==> config.mk <==
export PLATFORM = sky130hd
export DESIGN_NAME = ow_bitslot_ctrl
export DESIGN_NICKNAME = d
export VERILOG_FILES = /design/src/rtl/ow_pkg.sv /design/src/rtl/ow_usec_timer.sv /design/src/rtl/ow_slot_engine.sv /design/src/rtl/ow_cmd_status.sv /design/src/rtl/ow_bitslot_ctrl.sv
export SDC_FILE = /design/constraint.sdc
export NUM_CORES = 1
export LEC_CHECK = 0
export CAP_MARGIN = 0
export CORE_UTILIZATION = 42
export CTS_BUF_LIST = sky130_fd_sc_hd__clkbuf_4
export DETAILED_ROUTE_END_ITERATION = 8
export GPL_ROUTABILITY_DRIVEN = 0
export GPL_TIMING_DRIVEN = 0
export PLACE_DENSITY = 0.73
export SLEW_MARGIN = 5
export SYNTH_ARGS = -nofsm -noshare
export SYNTH_HDL_FRONTEND = slang
export SYNTH_SLANG_ARGS = --single-unit
export TNS_END_PERCENT = 20
==> constraint.sdc <==
create_clock -name clk -period 2.7 [get_ports clk]
set_input_delay 0.81 -clock clk [delete_from_list [all_inputs] [get_ports clk]]
set_output_delay 0.81 -clock clk [all_outputs]
set_load 0.02 [all_outputs]
==> src/rtl/ow_pkg.sv <==
package ow_pkg;
  typedef enum logic [1:0] {
    SK_DATA0 = 2'd0,
    SK_DATA1 = 2'd1,
    SK_PRES  = 2'd2
  } slot_kind_e;

  localparam int CMD_START = 0;
  localparam int CMD_HOLD  = 1;
  localparam int CMD_PRES  = 2;
  localparam int CMD_LEVEL = 3;

  localparam int ST_DATA = 0;
  localparam int ST_PRES = 1;
  localparam int ST_BUSY = 2;
  localparam int ST_TGL  = 3;
endpackage

==> src/rtl/ow_usec_timer.sv <==
module ow_usec_timer #(
  parameter int CLK_PER_US = 40,
  parameter int US_W       = 7
) (
  input  logic            clk,
  input  logic            rst_n,
  input  logic            start,
  input  logic            active,
  output logic [US_W-1:0] us_q,
  output logic            tick,
  output logic            first
);
  localparam int DIV_W = (CLK_PER_US > 1) ? $clog2(CLK_PER_US) : 1;
  localparam logic [DIV_W-1:0] DIV_LAST = DIV_W'(CLK_PER_US - 1);

  logic [DIV_W-1:0] div_q;

  always_ff @(posedge clk or negedge rst_n) begin
    if (!rst_n) begin
      div_q <= '0;
      us_q  <= '0;
    end else if (start) begin
      div_q <= '0;
      us_q  <= '0;
    end else if (active) begin
      if (div_q == DIV_LAST) begin
        div_q <= '0;
        us_q  <= us_q + 1'b1;
      end else begin
        div_q <= div_q + 1'b1;
      end
    end
  end

  assign tick  = active && (div_q == DIV_LAST);
  assign first = active && (div_q == '0);

  AST_START_ZEROES: assert property (@(posedge clk) disable iff (!rst_n)
    start |=> (us_q == '0) && first);
endmodule

==> src/rtl/ow_slot_engine.sv <==
module ow_slot_engine
  import ow_pkg::*;
#(
  parameter int W1_LOW_US      = 6,
  parameter int RD_SAMPLE_US   = 15,
  parameter int W0_LOW_US      = 60,
  parameter int SLOT_US        = 65,
  parameter int PRES_SAMPLE_US = 70,
  parameter int PRES_END_US    = 72,
  parameter int US_W           = 7
) (
  input  logic            clk,
  input  logic            rst_n,
  input  logic            busy,
  input  slot_kind_e      kind,
  input  logic [US_W-1:0] us,
  input  logic            tick,
  input  logic            first,
  output logic            drive,
  output logic            smp_data,
  output logic            smp_pres,
  output logic            done
);
  localparam logic [US_W-1:0] LOW1 = US_W'(W1_LOW_US);
  localparam logic [US_W-1:0] LOW0 = US_W'(W0_LOW_US);
  localparam logic [US_W-1:0] RSMP = US_W'(RD_SAMPLE_US);
  localparam logic [US_W-1:0] PSMP = US_W'(PRES_SAMPLE_US);
  localparam logic [US_W-1:0] DEND = US_W'(SLOT_US - 1);
  localparam logic [US_W-1:0] PEND = US_W'(PRES_END_US - 1);

  logic            is_pres;
  logic [US_W-1:0] low_us;
  logic [US_W-1:0] last_us;

  always_comb begin
    is_pres  = (kind == SK_PRES);
    low_us   = (kind == SK_DATA1) ? LOW1 : LOW0;
    last_us  = is_pres ? PEND : DEND;
    drive    = busy && !is_pres && (us < low_us);
    smp_data = busy && !is_pres && first && (us == RSMP);
    smp_pres = busy && is_pres && first && (us == PSMP);
    done     = busy && tick && (us == last_us);
  end

  AST_PRES_RELEASED: assert property (@(posedge clk) disable iff (!rst_n)
    (busy && kind == SK_PRES) |-> !drive);
  AST_SAMPLE_RELEASED: assert property (@(posedge clk) disable iff (!rst_n)
    (smp_data && kind == SK_DATA1) |-> !drive);
  AST_ONE_SAMPLE_KIND: assert property (@(posedge clk) disable iff (!rst_n)
    $onehot0({smp_data, smp_pres, done}));
endmodule

==> src/rtl/ow_cmd_status.sv <==
module ow_cmd_status
  import ow_pkg::*;
(
  input  logic       clk,
  input  logic       rst_n,
  input  logic       cmd_wr,
  input  logic [3:0] cmd_wdata,
  input  logic       stat_rd,
  input  logic       bus_in,
  input  logic       done,
  input  logic       smp_data,
  input  logic       smp_pres,
  output logic       start,
  output logic       busy,
  output slot_kind_e kind,
  output logic       hold,
  output logic [3:0] stat_rdata
);
  logic       accept;
  logic       tgl_q;
  logic       pres_q;
  logic       data_q;
  slot_kind_e next_kind;

  assign accept = cmd_wr && !busy;
  assign start  = accept && cmd_wdata[CMD_START];

  always_comb begin
    if (cmd_wdata[CMD_PRES])       next_kind = SK_PRES;
    else if (cmd_wdata[CMD_LEVEL]) next_kind = SK_DATA1;
    else                           next_kind = SK_DATA0;
  end

  always_ff @(posedge clk or negedge rst_n) begin
    if (!rst_n) begin
      busy <= 1'b0;
      kind <= SK_DATA0;
      hold <= 1'b0;
      tgl_q <= 1'b0;
    end else begin
      if (accept) hold <= cmd_wdata[CMD_HOLD] && !cmd_wdata[CMD_START];
      if (start) begin
        busy <= 1'b1;
        kind <= next_kind;
      end else if (done) begin
        busy  <= 1'b0;
        tgl_q <= !tgl_q;
      end
    end
  end

  always_ff @(posedge clk or negedge rst_n) begin
    if (!rst_n) begin
      data_q <= 1'b0;
      pres_q <= 1'b0;
    end else begin
      if (smp_data) data_q <= bus_in;
      if (smp_pres) pres_q <= !bus_in;
    end
  end

  always_ff @(posedge clk or negedge rst_n) begin
    if (!rst_n) stat_rdata <= '0;
    else if (stat_rd) begin
      stat_rdata[ST_TGL]  <= tgl_q;
      stat_rdata[ST_BUSY] <= busy;
      stat_rdata[ST_PRES] <= pres_q;
      stat_rdata[ST_DATA] <= data_q;
    end
  end

  AST_WR_IGNORED_BUSY: assert property (@(posedge clk) disable iff (!rst_n)
    (cmd_wr && busy) |=> $stable(kind) && $stable(hold));
  AST_DONE_TOGGLES: assert property (@(posedge clk) disable iff (!rst_n)
    done |=> (tgl_q != $past(tgl_q)) && !busy);
  AST_STAT_HOLDS: assert property (@(posedge clk) disable iff (!rst_n)
    !stat_rd |=> $stable(stat_rdata));
  AST_IDLE_NO_START: assert property (@(posedge clk) disable iff (!rst_n)
    (cmd_wr && !cmd_wdata[CMD_START] && !busy) |=> !busy);
endmodule

==> src/rtl/ow_bitslot_ctrl.sv <==
module ow_bitslot_ctrl
  import ow_pkg::*;
#(
  parameter int CLK_PER_US     = 40,
  parameter int W1_LOW_US      = 6,
  parameter int RD_SAMPLE_US   = 15,
  parameter int W0_LOW_US      = 60,
  parameter int SLOT_US        = 65,
  parameter int PRES_SAMPLE_US = 70,
  parameter int PRES_END_US    = 72
) (
  input  logic       clk,
  input  logic       rst_n,
  input  logic       cmd_wr,
  input  logic [3:0] cmd_wdata,
  input  logic       stat_rd,
  input  logic       bus_in,
  output logic       pull_low,
  output logic [3:0] stat_rdata
);
  localparam int LONGEST = (SLOT_US > PRES_END_US) ? SLOT_US : PRES_END_US;
  localparam int US_W    = $clog2(LONGEST + 1);

  logic            start, busy, hold, tick, first;
  logic            drive, smp_data, smp_pres, done;
  logic [US_W-1:0] us;
  slot_kind_e      kind;

  ow_cmd_status u_regs (
    .clk(clk), .rst_n(rst_n), .cmd_wr(cmd_wr), .cmd_wdata(cmd_wdata),
    .stat_rd(stat_rd), .bus_in(bus_in), .done(done), .smp_data(smp_data),
    .smp_pres(smp_pres), .start(start), .busy(busy), .kind(kind),
    .hold(hold), .stat_rdata(stat_rdata)
  );

  ow_usec_timer #(.CLK_PER_US(CLK_PER_US), .US_W(US_W)) u_timer (
    .clk(clk), .rst_n(rst_n), .start(start), .active(busy),
    .us_q(us), .tick(tick), .first(first)
  );

  ow_slot_engine #(
    .W1_LOW_US(W1_LOW_US), .RD_SAMPLE_US(RD_SAMPLE_US), .W0_LOW_US(W0_LOW_US),
    .SLOT_US(SLOT_US), .PRES_SAMPLE_US(PRES_SAMPLE_US),
    .PRES_END_US(PRES_END_US), .US_W(US_W)
  ) u_engine (
    .clk(clk), .rst_n(rst_n), .busy(busy), .kind(kind), .us(us),
    .tick(tick), .first(first), .drive(drive), .smp_data(smp_data),
    .smp_pres(smp_pres), .done(done)
  );

  assign pull_low = busy ? drive : hold;

  AST_HOLD_LINE_LOW: assert property (@(posedge clk) disable iff (!rst_n)
    (!busy && hold) |-> pull_low);
  AST_IDLE_RELEASED: assert property (@(posedge clk) disable iff (!rst_n)
    (!busy && !hold) |-> !pull_low);
endmodule

; ---- Yosys cells after proc, flatten, opt, wreduce, memory -nomap -nowiden
; Cells that the tools add are included.
[classes]
addsub = 2
n_lt_le_gt_ge = 1
n_eq_ne = 6
n_mux = 13
bitwise_logic = 1
reduce_logical = 25
[ops]
columns = cell, count
row1 = 6-bit 2-to-1 mux, 4
row2 = 7-bit 2-to-1 mux, 3
row3 = 1-bit logical AND, 14
row4 = "7-bit by 1-bit adder with 7-bit output, second input constant", 1
row5 = "7-bit by 4-bit == test with 1-bit output, second input constant", 1
row6 = 7-bit == test, 1
row7 = "7-bit == test, second input constant", 1
row8 = 7-bit < comparator, 1
row9 = "6-bit by 1-bit adder with 6-bit output, second input constant", 1
row10 = "6-bit == test, second input constant", 1
row11 = 6-bit zero test, 1
row12 = 2-bit nonzero test, 3
row13 = 1-bit zero test, 5
row14 = 1-bit 2-to-1 mux, 4
row15 = 2-bit AND reduction, 2
row16 = 3-bit 2-to-1 mux, 1
row17 = "2-bit by 1-bit == test with 1-bit output, second input constant", 1
row18 = "2-bit == test, second input constant", 1
row19 = 2-bit 2-to-1 mux, 1
row20 = 1-bit NOT, 1
[totals]
ff_bits = 24
inputBits = 9
output_inout_bits = 5

; ---- Logic depth before layout (Yosys ltp)
[logic_depth]
ltp_word = 6
ltp_mapped = 6
mapped_depth_nobuf = 6

; ---- By module
; From an unflattened synthesis, not the netlist that was laid out.
[hier_totals]
cells_unflattened = 133
area_unflattened_um2 = 1403.8
[by_module_without_submodules]
columns = module, instances, cells_per_inst, area_each_um2, seq_area_each_um2
row1 = ow_usec_timer, 1, 77, 734.5, 325.3
row2 = ow_cmd_status, 1, 32, 471.7, 275.3
row3 = ow_slot_engine, 1, 23, 182.7, 0.0
row4 = ow_bitslot_ctrl, 1, 1, 15.0, 0.0

; ---- Worst setup path before layout
; OpenSTA, ideal clock, no wires.
[synth_path]
path_type = flip-flop to output port
startpoint = register u_regs.busy
endpoint = output pull_low
arrival_time_ps = 1101
slack_ps = 789
stages_incl_launch_ff = 4
path_cell_list = dfrtp_1 clkbuf_1 nand2_1 o22ai_1
[synth_between]
elab_chain_cells = 3
[synth_lines]
columns = item, line_no
row1 = "start, declared", ow_cmd_status.sv:14  ; output logic busy,
row2 = "start signal, assigned", ow_cmd_status.sv:36  ; busy <= 1'b0;
row3 = "start signal, assigned", ow_cmd_status.sv:43  ; busy <= 1'b1;
row4 = "start signal, assigned", ow_cmd_status.sv:46  ; busy <= 1'b0;
row5 = 1-bit logical AND (2 in a row), ow_slot_engine.sv:39  ; drive = busy && !is_pres && (us < low_us);
row6 = 1-bit 2-to-1 mux *, ow_bitslot_ctrl.sv:51  ; assign pull_low = busy ? drive : hold;
row7 = "end, declared", ow_bitslot_ctrl.sv:18  ; output logic pull_low,
; Mark *: on every way between the ends. The rest lies on a longest branch, timed or not.

; ---- Worst setup path after layout
[layout_path]
startpoint = register u_timer.us_q[3]
endpoint = output pull_low
[layout_between]
elab_chain_cells = 3
[layout_lines]
columns = item, line_no
row1 = "start, declared", ow_usec_timer.sv:9  ; output logic [US_W-1:0] us_q,
row2 = "start signal, assigned", ow_usec_timer.sv:28  ; us_q <= us_q + 1'b1;
row3 = 7-bit < comparator, ow_slot_engine.sv:39
row4 = 1-bit logical AND, ow_slot_engine.sv:39
row5 = 1-bit 2-to-1 mux, ow_bitslot_ctrl.sv:51
; Every way passes these cells.

==> results.md <==
- Pre-CTS setup slack: 0.228 ns
- Ys flop type: dfrtp_1
- Net Count, Synth: 134
- Initial core utilization: 0.449
- Synthesis-stage register bit count: 24
- Hold Buf Count CTS: 0
- DR vias/cell: 5.53
- Final Skew: 0.00599 ns
- Status: finished, final reports clean
- Clk root buf: clkbuf_4
- Site row count: 19
- Peak Freq: 0.401 GHz
- Worst Hold Class: reg2reg
- PortBufs: 13
- Longest Clk Path Bufs: 2
- CTS Buf Count: 3
- Worst-path maximum fanout: 5
- Post-route insts no fill: 169
- Worst setup margin: 0.204 ns
- Detailed Place HPWL: 1890 microns
- Final min period: 2.50 ns
- Final hold viol count: 0
- Initial DRC Count: 28
- Area grow syn2layout: 15.7%
- Post-CTS setup buffers: 0
- Worst setup path category: reg2out
- Met3 Use GR: 0.0484
- Clk slew on worst S/H paths: 0.13 ns
- Vias in the first global route: 900
- PwrDens: 808 mW/mm^2
- Horiz. Die Dim: 56.5 microns
- Total core area: 0.00278 sq mm
- LEAKAGE: 0.633 nW
- GR Util met1: 0.238
- Met2 usage: 0.303
- Layout cells sized above 1: 0.109
- Via count: 934
- Global-route wire length before repair: 4350 microns
- Final nets: 152
- Library cells used by synthesis: 38
- Crit path DAT: 1.69 ns
- All-Layer GR Usage: 0.179
- Setup TNS: 0 ns
- Drc violations: 0
- Gr ovfl total: 0
- Largest net degree at the start of global routing: 25
- Synth warn: 0
- Initial antenna violation count: 0
- Sinks on Clock Net: 24
- Relative slew slack: 0.274
- Post-synth top area share: 0.481
- Die H: 56.5 microns
- Synthesized cell area: 0.00125 sq mm
- Ys async rst share: 1.00
- Most Used Layer, Global Route: met2
- Die footprint: 0.00320 sq mm
- Final ANT Viol Nets: 0
- Routed WL: 2450 microns
- Placed instance count: 165
- # H-tree levels: 1
- Ports: 14
- Critical Path RT: 1.89 ns
- VDD IR-drop max: 0.779 mV
- Max Cap Violations: 0
- Antenna diodes: 0
- DRT Pass-1 Iters: 4
- CTS tree: built
- Mean Syn Cell Area: 10.3 sq um
- Seq/Total Area, Yosys: 0.481
- WHS: 0.488 ns
- Leading area contributor after synthesis: dfrtp_1
- Worst-Margin Slew: 1.09 ns
- Synth top area cells: dfrtp_1 (48%), mux2_2 (5.4%), ha_1 (4.0%)
- RSZ-0062 raised after global routing: no
- Final Max Tran Viols: 0
- Tcrit/Tclk final: 0.924
- Startpoint Class: flop
- Post-synth EDFFs: 0
- Mapped Cells: 121
- Clk_lat worst skew: 0.31 ns
- Crit end category: output port
- Avg WL per Cell: 14.5 microns
- Final setup fails: 0
-- path summary, 6_finish.rpt --
| check | start | endpoint | slack [ns] | cells after the start |
|---|---|---|---|---|
| hold / removal | u_regs.tgl_q | u_regs.tgl_q | 0.49 | 1 |
| min in group asynchronous | rst_n | u_regs.kind[1] | 1.07 | 1 |
| max in group asynchronous | rst_n | u_timer.us_q[2] | 0.91 | 1 |
| setup / recovery | u_timer.us_q[3] | pull_low | 0.20 | 5 |
| hold reg to reg | u_regs.tgl_q | u_regs.tgl_q | 0.49 | 1 |
| setup reg to reg | u_timer.div_q[0] | u_timer.div_q[5] | 0.93 | 5 |
-- worst max-delay path, cell delays in order, from the launching register on --
cell           delay [ns]
dfrtp_1              0.46
nand4_1              0.14
o21ai_0              0.09
a21boi_0             0.24
o22ai_1              0.12
dlygate4sd2_1        0.33
-- cell usage after synthesis, drive strengths merged (2+ instances only) --
master	number
xnor2	4
ha	4
nand2	12
o22ai	2
o21ai	8
nand4	2
inv	9
or3	2
dfrtp	24
xor2	2
nand2b	3
a21oi	4
nor4	2
nand3	5
nand3b	3
nor2	7
mux2	6
nor3	4
clkbuf	2
-- report_power, final --
group,switching [mW],internal (mW),total [mW]
clock network,0.104,0.0540,0.158
logic,0.197,0.194,0.391
registers,0.153,0.464,0.618
-- per-stage QoR --
stage,instance area [sq um],power (mW),util
after floorplan,1250,0.887,-
after global routing,1450,1.27,0.520
after CTS,1440,1.18,0.519
after global placement,1420,0.989,0.510
final,1450,1.17,0.520
after detailed placement,1420,1.02,0.510
-- registers in the layout, summed over array words and instances (netlist names) --
name / count
u_regs.data_q: 1
u_regs.busy: 1
u_regs.stat_rdata: 4
u_regs.pres_q: 1
u_timer.us_q: 7
u_timer.div_q: 6
u_regs.kind: 2
u_regs.hold: 1
u_regs.tgl_q: 1
-- layout make-up --
class                      count  area (sq um)
clock inverter                 1          3.75
timing repair buffer          13           129
sequential                    24           602
multi-input combinational     86           607
inverter                       9          33.8
tap                           31          38.8
buffer                         2          8.76
fill                         249          1340
clock buffer                   3          22.5
-- layer usage --
| layer | vias up | share of wire |
|---|---|---|
| met5 | - | 0 |
| met4 | 0 | 0.0037 |
| met3 | 2 | 0.037 |
| met2 | 18 | 0.53 |
| met1 | 454 | 0.43 |
| li1 | 460 | - |
-- what timing repair did --
item	4_1_cts	5_1_grt
resized for setup	2	1
setup endpoints to repair	1	1
gates cloned	0	0
pin swaps	0	0
-- layout by cell type, fill, tap and decap left out, types with 4 or more instances in the layout --
cell	instances
nand2_1	12
mux2_2	6
nor2_1	7
dfrtp_1	23
a21oi_1	4
ha_1	4
inv_1	9
nand3_1	5
xnor2_1	4
o21ai_0	8
clkdlybuf4s50_1	12
-- cells by family (layout without fill, tap and decap cells) --
group,count (synthesis),in the layout,share of synthesized area
flip-flops,24,24,0.481
XOR/XNOR,6,6,0.0421
AND/OR/NAND/NOR,48,48,0.238
buffers and inverters,11,28,0.0331
AO/OA/AOI/OAI,21,21,0.103
multiplexers,7,7,0.0621
adder cells (fa/ha/maj),4,4,0.0401
Power figures use the tool's default switching activity.
